<file path="config.mk">
export PLATFORM = sky130hd
export DESIGN_NAME = evtrig_cmp_timer
export DESIGN_NICKNAME = d
export VERILOG_FILES = /design/src/rtl/evtrig_cmp_pkg.sv /design/src/rtl/evtrig_evt_select.sv /design/src/rtl/evtrig_counter.sv /design/src/rtl/evtrig_cmp_timer.sv
export SDC_FILE = /design/constraint.sdc
export NUM_CORES = 1
export LEC_CHECK = 0
export BUFFER_PORTS_ARGS = -buffer_cell sky130_fd_sc_hd__buf_2
export CAP_MARGIN = 20
export CORE_MARGIN = 1
export CORE_UTILIZATION = 40
export DETAILED_ROUTE_END_ITERATION = 16
export HOLD_SLACK_MARGIN = 0.05
export PLACE_DENSITY = 0.66
export REMOVE_ABC_BUFFERS = 1
export SYNTH_ARGS = -nofsm -noshare
export SYNTH_HDL_FRONTEND = slang
export SYNTH_SLANG_ARGS = --single-unit
</file>
<file path="constraint.sdc">
create_clock -name clk -period 4 [get_ports clk]
set_input_delay 0 -clock clk [delete_from_list [all_inputs] [get_ports clk]]
set_output_delay 0 -clock clk [all_outputs]
set_load 0.05 [all_outputs]
</file>
<file path="src/rtl/evtrig_cmp_pkg.sv">
package evtrig_cmp_pkg;
  localparam int CMP_W = 8;
  localparam int SEL_W = 3;

  typedef struct packed {
    logic             restart;
    logic [SEL_W-1:0] stop_sel;
    logic [SEL_W-1:0] start_sel;
    logic [CMP_W-1:0] cmp_val;
  } cfg_t;

  // field placement within the 32-bit configuration word
  function automatic cfg_t cfg_unpack(input logic [31:0] w);
    cfg_t c;
    c.restart   = w[24];
    c.stop_sel  = w[22:20];
    c.start_sel = w[18:16];
    c.cmp_val   = w[CMP_W-1:0];
    return c;
  endfunction

  function automatic logic cmp_hit(input logic [CMP_W-1:0] cnt,
                                   input logic [CMP_W-1:0] val);
    return cnt == val;
  endfunction

  function automatic logic [CMP_W-1:0] cnt_step(input logic [CMP_W-1:0] cnt);
    return cnt + 1'b1;
  endfunction
endpackage

</file>
<file path="src/rtl/evtrig_evt_select.sv">
module evtrig_evt_select #(
  parameter int SEL_W = 3,
  localparam int N_SRC = 1 << SEL_W
) (
  input  logic [SEL_W-1:0] sel,
  input  logic [N_SRC-1:0] events,
  output logic             hit
);
  logic [N_SRC-1:0] gated;
  genvar i;
  generate
    for (i = 0; i < N_SRC; i++) begin : g_src
      assign gated[i] = events[i] && (sel == SEL_W'(i));
    end
  endgenerate
  assign hit = |gated;
endmodule

</file>
<file path="src/rtl/evtrig_counter.sv">
module evtrig_counter
  import evtrig_cmp_pkg::*;
(
  input  logic             clk,
  input  logic             rst_n,
  input  logic             clr,
  input  logic             start_hit,
  input  logic             stop_hit,
  input  logic             tick,
  input  logic             restart_en,
  input  logic             self_stop,
  input  logic [CMP_W-1:0] cmp_val,
  output logic             armed,
  output logic [CMP_W-1:0] count,
  output logic             cmp_evt
);
  assign cmp_evt = armed && tick && cmp_hit(count, cmp_val);

  always_ff @(posedge clk or negedge rst_n) begin
    if (!rst_n) begin
      armed <= 1'b0;
      count <= '0;
    end else if (clr) begin
      armed <= 1'b0;
      count <= '0;
    end else if (stop_hit) begin
      armed <= 1'b0;
    end else if (start_hit) begin
      armed <= 1'b1;
      count <= '0;
    end else if (armed && tick) begin
      if (cmp_evt && restart_en) begin
        count <= '0;
      end else if (cmp_evt && self_stop) begin
        armed <= 1'b0;
      end else begin
        count <= cnt_step(count);
      end
    end
  end
endmodule

</file>
<file path="src/rtl/evtrig_cmp_timer.sv">
module evtrig_cmp_timer
  import evtrig_cmp_pkg::*;
(
  input  logic        clk,
  input  logic        rst_n,
  input  logic        cfg_we,
  input  logic [31:0] cfg_wdata,
  input  logic        ev_tx_eof,
  input  logic        ev_tx_done,
  input  logic        ev_tx_start,
  input  logic        ev_rx_active,
  input  logic        ev_rx_idle,
  input  logic        ev_rx_eof,
  input  logic        bit_tick,
  output logic        cmp_pulse
);
  localparam int N_SRC = 1 << SEL_W;

  cfg_t             cfg_q;
  logic [N_SRC-1:0] start_vec;
  logic [N_SRC-1:0] stop_vec;
  logic             start_hit;
  logic             stop_hit;
  logic             armed;
  logic [CMP_W-1:0] count;
  logic             cmp_evt;
  logic             self_stop;

  always_ff @(posedge clk or negedge rst_n) begin
    if (!rst_n) cfg_q <= '0;
    else if (cfg_we) cfg_q <= cfg_unpack(cfg_wdata);
  end

  // code 0 carries no event on either side
  always_comb begin
    start_vec    = '0;
    start_vec[1] = ev_tx_eof;
    start_vec[2] = ev_tx_done;
    start_vec[3] = ev_rx_active;
    start_vec[4] = ev_rx_eof;
    stop_vec     = '0;
    stop_vec[1]  = ev_tx_start;
    stop_vec[2]  = ev_rx_active;
    stop_vec[3]  = ev_rx_idle;
  end

  assign self_stop = (cfg_q.stop_sel == '0);

  evtrig_evt_select #(.SEL_W(SEL_W)) u_start_sel (
    .sel(cfg_q.start_sel), .events(start_vec), .hit(start_hit)
  );

  evtrig_evt_select #(.SEL_W(SEL_W)) u_stop_sel (
    .sel(cfg_q.stop_sel), .events(stop_vec), .hit(stop_hit)
  );

  evtrig_counter u_cnt (
    .clk(clk), .rst_n(rst_n), .clr(cfg_we),
    .start_hit(start_hit), .stop_hit(stop_hit), .tick(bit_tick),
    .restart_en(cfg_q.restart), .self_stop(self_stop),
    .cmp_val(cfg_q.cmp_val),
    .armed(armed), .count(count), .cmp_evt(cmp_evt)
  );

  always_ff @(posedge clk or negedge rst_n) begin
    if (!rst_n) cmp_pulse <= 1'b0;
    else cmp_pulse <= cmp_evt && !cfg_we;
  end
endmodule

</file>
==> metrics.md, run 1 <==
| Metric | Value |
|---|---|
| Overflow after GRT | `0` |
| Vias | `993` |
| Largest family of logic cells by synthesized area | `compound AO/OA/AOI/OAI gates` |
| Chip Width | `59.1 um` |
| Post-synthesis simple-gate area fraction | `13.6%` |
| Clk Latency, worst-skew pair | `0.31 ns` |
| Rows | `20` |
| Core area | `0.00308 mm2` |
| R2R Path Start | `u_cnt.count[6]` |
| Initial DRT Pass Iterations | `4` |
| Sequential area share after synthesis | `47.9%` |
| Max Root-Sink Buffers | `2` |
| DP Cell Count | `177` |
| Die Y | `59.1 um` |
| Crit path largest cell delay | `0.47 ns` |
| CTS Buf Count | `3` |
| Hold WC Path Type | `in2reg` |
| Worst path slowest cell | `dfrtp_1` |
| Pwr Density | `307 mW/mm2` |
| Post-Syn Instances | `112` |
| Crit path max fanout | `9` |
| Maximum vdd drop | `0.181 mV` |
| Most frequent cells in the layout | `dfrtp_1, buf_2, dlygate4sd3_1` |
| Syn Area/Cell | `11.7 um2` |
| Cell area after synthesis | `0.00131 mm2` |
| Clk_skew | `0.00442 ns` |
| Worst-path cell chain | `xnor2_1 -> nand4_1 -> nor4_2 -> a221o_1 -> nand2b_4 -> o311ai_2` |
| Max cap viols | `0` |
| Slew HR | `56.6%` |
| Comb pwr share | `19.8%` |
| Pin count of the biggest net entering global routing | `26` |
| Area delta synth->final | `25.8%` |
| Initial Util | `42.4%` |
| Vias/cell | `5.04` |
| GRT Util Overall | `16.7%` |
| Layout Nets | `197` |
| Critical path type | `reg2reg` |
| Routed Antenna Nets | `0` |
| Synth Area in Compound Gates | `15.1%` |
| Leakage | `0.692 nW` |
| Yosys reg bits | `25` |
| Worst setup path endpoint | `u_cnt.count[4]` |
| CP arrival | `2.39 ns` |
| Status | `complete, no violations` |
| Final period util | `54.6%` |
| Final Setup Violations | `0` |
| Sequential share of power | `58.1%` |
| Critical path's top delay family | `simple AND/OR/NAND/NOR gates` |
| RSZ-0062 raised after global routing | `no` |
| GP Congestion | `0.772` |
| Adder-Cell Fraction of Synth Area | `0.959%` |
| Startpoint Class | `flip-flop` |
| R2R setup slack | `1.82 ns` |
| Worst-path clk slew | `0.13 ns` |
| Sum of negative setup slack | `0 ns` |
| # IOs | `43` |
| Worst reg2reg path depth | `6` |
| Clock power share | `22.1%` |
| Die Footprint | `0.00350 mm2` |
| Final hold viol count | `0` |
| Min Clock Period, post-route | `2.18 ns` |
| Drt initial violations | `31` |
| Xor/xnor share of the synthesized area | `5.37%` |
| CTS tree | `done` |
| # diodes | `0` |
| Req. time, crit path | `4.20 ns` |
| PortBufs | `25` |
| Final Max Slew Viols | `0` |
| Setup bufs post-CTS | `0` |
| Layout fillers | `285` |
| Detail Placement HPWL | `1730 um` |
| Layout cell share with drive strength beyond 1 | `34.6%` |
| Vias in the first global route | `1035` |
| Worst path bufs/invs | `0` |
| Total Wirelength | `2410 um` |
| Final std cells w/o fill | `197` |
| Clk sinks | `25` |
| Crit end category | `flip-flop` |
| First-pass GRT wire length | `4410 um` |
| Crit path from | `u_cnt.count[6]` |
| Root buffer cell | `clkbuf_4` |
| Worst Tran Pin Value | `0.651 ns` |
| Residual DRC count | `0` |
| Reg2Reg Capture Point | `u_cnt.count[4]` |
| Initial antenna violation count | `0` |
| Sw Share | `27.3%` |
| H-tree depth | `1` |
| Yosys warnings | `0` |
| Multiplexer share of the synthesized area | `13.6%` |
| P_int | `367 uW` |
| Fmax | `458 MHz` |
| WP depth | `6` |
| Yosys cell types | `32` |
| WL/cell | `12.3 um` |
| Net Switching | `137 uW` |
## routing by layer
metal | wire length [um] | vias up | part of all wire [%] | GRT usage, %
met5 | 0 | - | 0 | 0
met4 | 25 | 0 | 1.0 | 6.46
met3 | 93 | 4 | 3.9 | 2.62
met2 | 1170 | 28 | 48 | 29.2
met1 | 1120 | 472 | 47 | 20.7
li1 | - | 489 | - | -
## logic make-up after synthesis
kind of cell	Yosys count
and+or+nand+nor	32
DFF	25
AOI/OAI and AO/OA	22
muxes	16
xor gates and xnor gates	8
buffers and inverters	8
adders and majority gates	1
## sequential cells by signal, summed over array words and instances (netlist names)
signal,count
cfg_q,15
u_cnt.armed,1
cmp_pulse,1
u_cnt.count,8
## power groups by stage
stage	Clock, mW	Combinational (mW)	Sequential, mW
after floorplan	0	0.0594	0.293
final	0.112	0.0997	0.293
after global routing	0.124	0.111	0.297
after CTS	0.117	0.101	0.293
after detailed placement	0	0.0888	0.298
after global placement	0	0.0857	0.297
## how the worst min path moves through the flow
stage,from,end,slack (ns),cells past startpoint
floorplan,rst_n,cfg_q[0],-0.30,0
global placement,rst_n,cfg_q[11],0.01,1
detailed placement,rst_n,cfg_q[11],0.02,1
CTS,cfg_we,cfg_q[9],0.11,3
global route,bit_tick,cmp_pulse,0.14,4
finish,cfg_we,cfg_q[9],0.12,3
## cell usage after synthesis
cell / n / area (um2)
clkbuf_1: 2 / 7.51
a22oi_1: 4 / 30.0
o21ai_0: 3 / 15.0
nand3_1: 7 / 35.0
o211ai_1: 1 / 7.51
and2_1: 5 / 31.3
buf_6: 2 / 22.5
a221o_1: 1 / 10.0
nor3_1: 1 / 5.00
nor2_1: 1 / 3.75
nand3b_1: 1 / 7.51
a311oi_2: 1 / 15.0
a211oi_1: 1 / 7.51
o311ai_2: 2 / 32.5
nor4_2: 1 / 12.5
mux2i_1: 2 / 20.0
o21ai_1: 1 / 5.00
nor4_1: 1 / 6.26
xor2_1: 1 / 8.76
ha_1: 1 / 12.5
nand2b_4: 1 / 13.8
a21oi_1: 3 / 15.0
and3_1: 1 / 6.26
xnor2_1: 7 / 61.3
dfrtp_1: 25 / 626
nand4_1: 1 / 6.26
o31ai_2: 4 / 50.1
or2_2: 2 / 12.5
mux2_2: 14 / 158
nand2_1: 10 / 37.5
inv_1: 4 / 15.0
a221oi_1: 1 / 8.76
## worst reg2reg max path, stage by stage (launching register included)
cell and delay, ns:
dfrtp_1 0.47, xnor2_1 0.18, nand4_1 0.14, nor4_2 0.47
a221o_1 0.42, nand2b_4 0.28, o311ai_2 0.12
## cell type report
type	count	area [um2]	share of cell area, %
Clock buffer	4	26.3	1.60
Multi-Input combinational cell	79	634	38.6
Timing Repair Buffer	41	285	17.4
Sequential cell	25	626	38.1
Tap cell	44	55.1	3.35
Inverter	4	15.0	0.915
## through the flow
| step | power (mW) | util (%) | cell area [um2] | worst slack, ns | hold slack, ns |
|---|---|---|---|---|---|
| finish | 0.504 | 53.3 | 1640 | 1.82 | 0.116 |
| detailed placement | 0.387 | 47.3 | 1460 | 1.83 | 0.0241 |
| CTS | 0.511 | 53.3 | 1640 | 1.79 | 0.113 |
| global route | 0.532 | 53.3 | 1640 | 1.69 | 0.137 |
| floorplan | 0.353 | - | 1270 | 2.14 | -0.296 |
| global placement | 0.383 | 47.3 | 1460 | 1.86 | 0.0134 |
## timing repair
action,in CTS,in global routing
endpoints found under the setup margin,0,0
hold buffers,16,0
resized for setup,0,0
endpoints found under the hold margin,40,0
(Power assumes the default switching activity.)
==> inputs of run 2 (changes only) <==
PLACE_DENSITY = 0.68   (was 0.66)
clock period = 2 ns   (was 4 ns; I/O delays follow)
==> run 2 against run 1 <==
Sequential cell count is the same. Clock skew increased by 0.0044 ns. Clock-buffer cell count fell by 1. Sequential share of layout area fell by 2.3 points. Setup slack lost 1.7 ns. Hold slack worse by 0.038 ns. Combinational power rose by 130%. Via count grew 2.9%. Critical path depth stayed put. Global-route usage increased by 1.3 points. Utilization grew 3.4 points. First-iteration DRC count decreased by 16%.
==> metrics.md, run 2 (synthesis gave the netlist of run 1 again) <==
| Metric | Value |
|---|---|
| Vias in the first global route | `1087 (was 1035)` |
| # diodes | `0 (unchanged)` |
| Sum of negative setup slack | `0 ns (unchanged)` |
| Max cap viols | `0 (unchanged)` |
| Die Y | `59.1 um (unchanged)` |
| CP arrival | `2.08 ns (was 2.39 ns)` |
| Crit path max fanout | `8 (was 9)` |
| Slew HR | `62.9% (was 56.6%)` |
| Worst-path clk slew | `0.14 ns (was 0.13 ns)` |
| DP Worst Slack | `-0.0754 ns (was 1.83 ns)` |
| Initial Util | `42.4% (unchanged)` |
| Most frequent cells in the layout | `dfrtp_1, buf_2, dlygate4sd3_1 (unchanged)` |
| Area delta synth->final | `33.8% (was 25.8%)` |
| Residual DRC count | `0 (unchanged)` |
| Clk Latency, worst-skew pair | `0.33 ns (was 0.31 ns)` |
| Pwr Density | `600 mW/mm2 (was 307 mW/mm2)` |
| Root buffer cell | `clkbuf_4 (unchanged)` |
| Final hold viol count | `0 (unchanged)` |
| Biggest register | `cfg_q (unchanged)` |
| Largest register FFs | `15 (unchanged)` |
| Detail Placement HPWL | `1760 um (was 1730 um)` |
| Vias/cell | `4.96 (was 5.04)` |
| Clk_skew | `0.00885 ns (was 0.00442 ns)` |
| PortBufs | `25 (unchanged)` |
| Vias | `1022 (was 993)` |
| Worst path bufs/invs | `0 (unchanged)` |
| Worst-path cell chain | `mux2i_1 -> o21ai_2 -> and2_4 -> a311oi_4 -> nand2b_4 -> o311ai_4 (was xnor2_1 -> nand4_1 -> nor4_2 -> a221o_1 -> nand2b_4 -> o311ai_2)` |
| Worst reg2reg path depth | `6 (unchanged)` |
| Routed Antenna Nets | `0 (unchanged)` |
| Final std cells w/o fill | `206 (was 197)` |
| WL/cell | `13.3 um (was 12.3 um)` |
| Critical path's top delay family | `compound AO/OA/AOI/OAI gates (was simple AND/OR/NAND/NOR gates)` |
| Req. time, crit path | `2.23 ns (was 4.20 ns)` |
| Biggest regs | `cfg_q (15), u_cnt.count (8) (unchanged)` |
| H-tree depth | `1 (unchanged)` |
| Initial DRT Pass Iterations | `6 (was 4)` |
| Chip Width | `59.1 um (unchanged)` |
| Final period util | `92.5% (was 54.6%)` |
| Overflow after GRT | `0 (unchanged)` |
| Maximum vdd drop | `0.441 mV (was 0.181 mV)` |
| Critical path type | `reg2reg (unchanged)` |
| Final Max Slew Viols | `0 (unchanged)` |
| DP Cell Count | `185 (was 177)` |
| First-pass GRT wire length | `4640 um (was 4410 um)` |
| GP Congestion | `0.831 (was 0.772)` |
| Worst path slowest cell | `dfrtp_1 (unchanged)` |
| Leakage | `0.753 nW (was 0.692 nW)` |
| Layout cell share with drive strength beyond 1 | `40.1% (was 34.6%)` |
| Worst Tran Pin Value | `0.556 ns (was 0.651 ns)` |
| Worst Hold Path Cells | `2 (was 3)` |
| Initial antenna violation count | `0 (unchanged)` |
| Clk sinks | `25 (unchanged)` |
| Drt initial violations | `26 (was 31)` |
| Status | `complete, no violations (unchanged)` |
| Hold slack | `0.0783 ns (was 0.116 ns)` |
| Total Wirelength | `2740 um (was 2410 um)` |
| RSZ-0062 raised after global routing | `no (unchanged)` |
| # IOs | `43 (unchanged)` |
| CTS Buf Count | `3 (unchanged)` |
| CTS tree | `done (unchanged)` |
| GRT Util Overall | `18.0% (was 16.7%)` |
| Layout Nets | `206 (was 197)` |
| Max Root-Sink Buffers | `2 (unchanged)` |
| Min Clock Period, post-route | `1.85 ns (was 2.18 ns)` |
| Die Footprint | `0.00350 mm2 (unchanged)` |
| Final Setup Violations | `0 (unchanged)` |
| WP depth | `6 (unchanged)` |
| Setup WS post-layout | `0.150 ns (was 1.82 ns)` |
| Hold WC Path Type | `in2reg (unchanged)` |
| Rows | `20 (unchanged)` |
| Pin count of the biggest net entering global routing | `26 (unchanged)` |
| Crit path largest cell delay | `0.43 ns (was 0.47 ns)` |
| Startpoint Class | `flip-flop (unchanged)` |
| Fmax | `541 MHz (was 458 MHz)` |
| Layout Utilization | `56.7% (was 53.3%)` |
| Core area | `0.00308 mm2 (unchanged)` |
| Crit end category | `flip-flop (unchanged)` |
## run 2: metrics by stage
stage          area [um2]  total power [mW]
2_1_floorplan        1270             0.705
3_3_place_gp         1520             0.778
3_5_place_dp         1520             0.786
4_1_cts              1710              1.04
5_1_grt              1750              1.11
6_report             1750              1.05
## run 2: what timing repair did
item | in CTS | in global routing
pin swaps | 0 | 3
buffers inserted | 0 | 1
hold buffers | 16 | 0
endpoints found under the hold margin | 40 | 0
endpoints found under the setup margin | 8 | 8
resized for setup | 1 | 4
## run 2: final timing paths
check                      slack, ns     start        endpoint
max                             0.15  cfg_q[8]  u_cnt.count[4]
min                             0.08    cfg_we     u_cnt.armed
max reg2reg                     0.15  cfg_q[8]  u_cnt.count[4]
min reg2reg                     0.55  cfg_q[7]        cfg_q[7]
max in group asynchronous       1.45     rst_n        cfg_q[7]
min in group asynchronous       0.18     rst_n        cfg_q[5]
## run 2: layout make-up
| class | count | area (um2) |
|---|---|---|
| clock buffer | 3 | 22.5 |
| clock inverter | 1 | 5.00 |
| fill | 280 | 1330 |
| inverter | 4 | 15.0 |
| multi-input combinational | 79 | 671 |
| sequential | 25 | 626 |
| tap | 44 | 55.1 |
| timing repair buffer | 50 | 353 |
## run 2: worst register-to-register path, stage by stage (launching register included)
cell and delay, ns:
dfrtp_1 0.43, mux2i_1 0.23, o21ai_2 0.08, and2_4 0.17, a311oi_4 0.41, nand2b_4 0.19
o311ai_4 0.24
## run 2: layer usage
layer / GRT usage [%] / wire [um] / up-vias
li1: - / - / 509
met1: 20.8 / 1160 / 486
met2: 33.0 / 1460 / 20
met3: 1.31 / 43 / 7
met4: 9.86 / 76 / 0
met5: 0 / 0 / -
## run 2: power breakdown
part / switching [mW] / internal, mW
Sequential: 0.0386 / 0.547
Clock: 0.154 / 0.0751
Combinational: 0.108 / 0.125
Total: 0.301 / 0.747
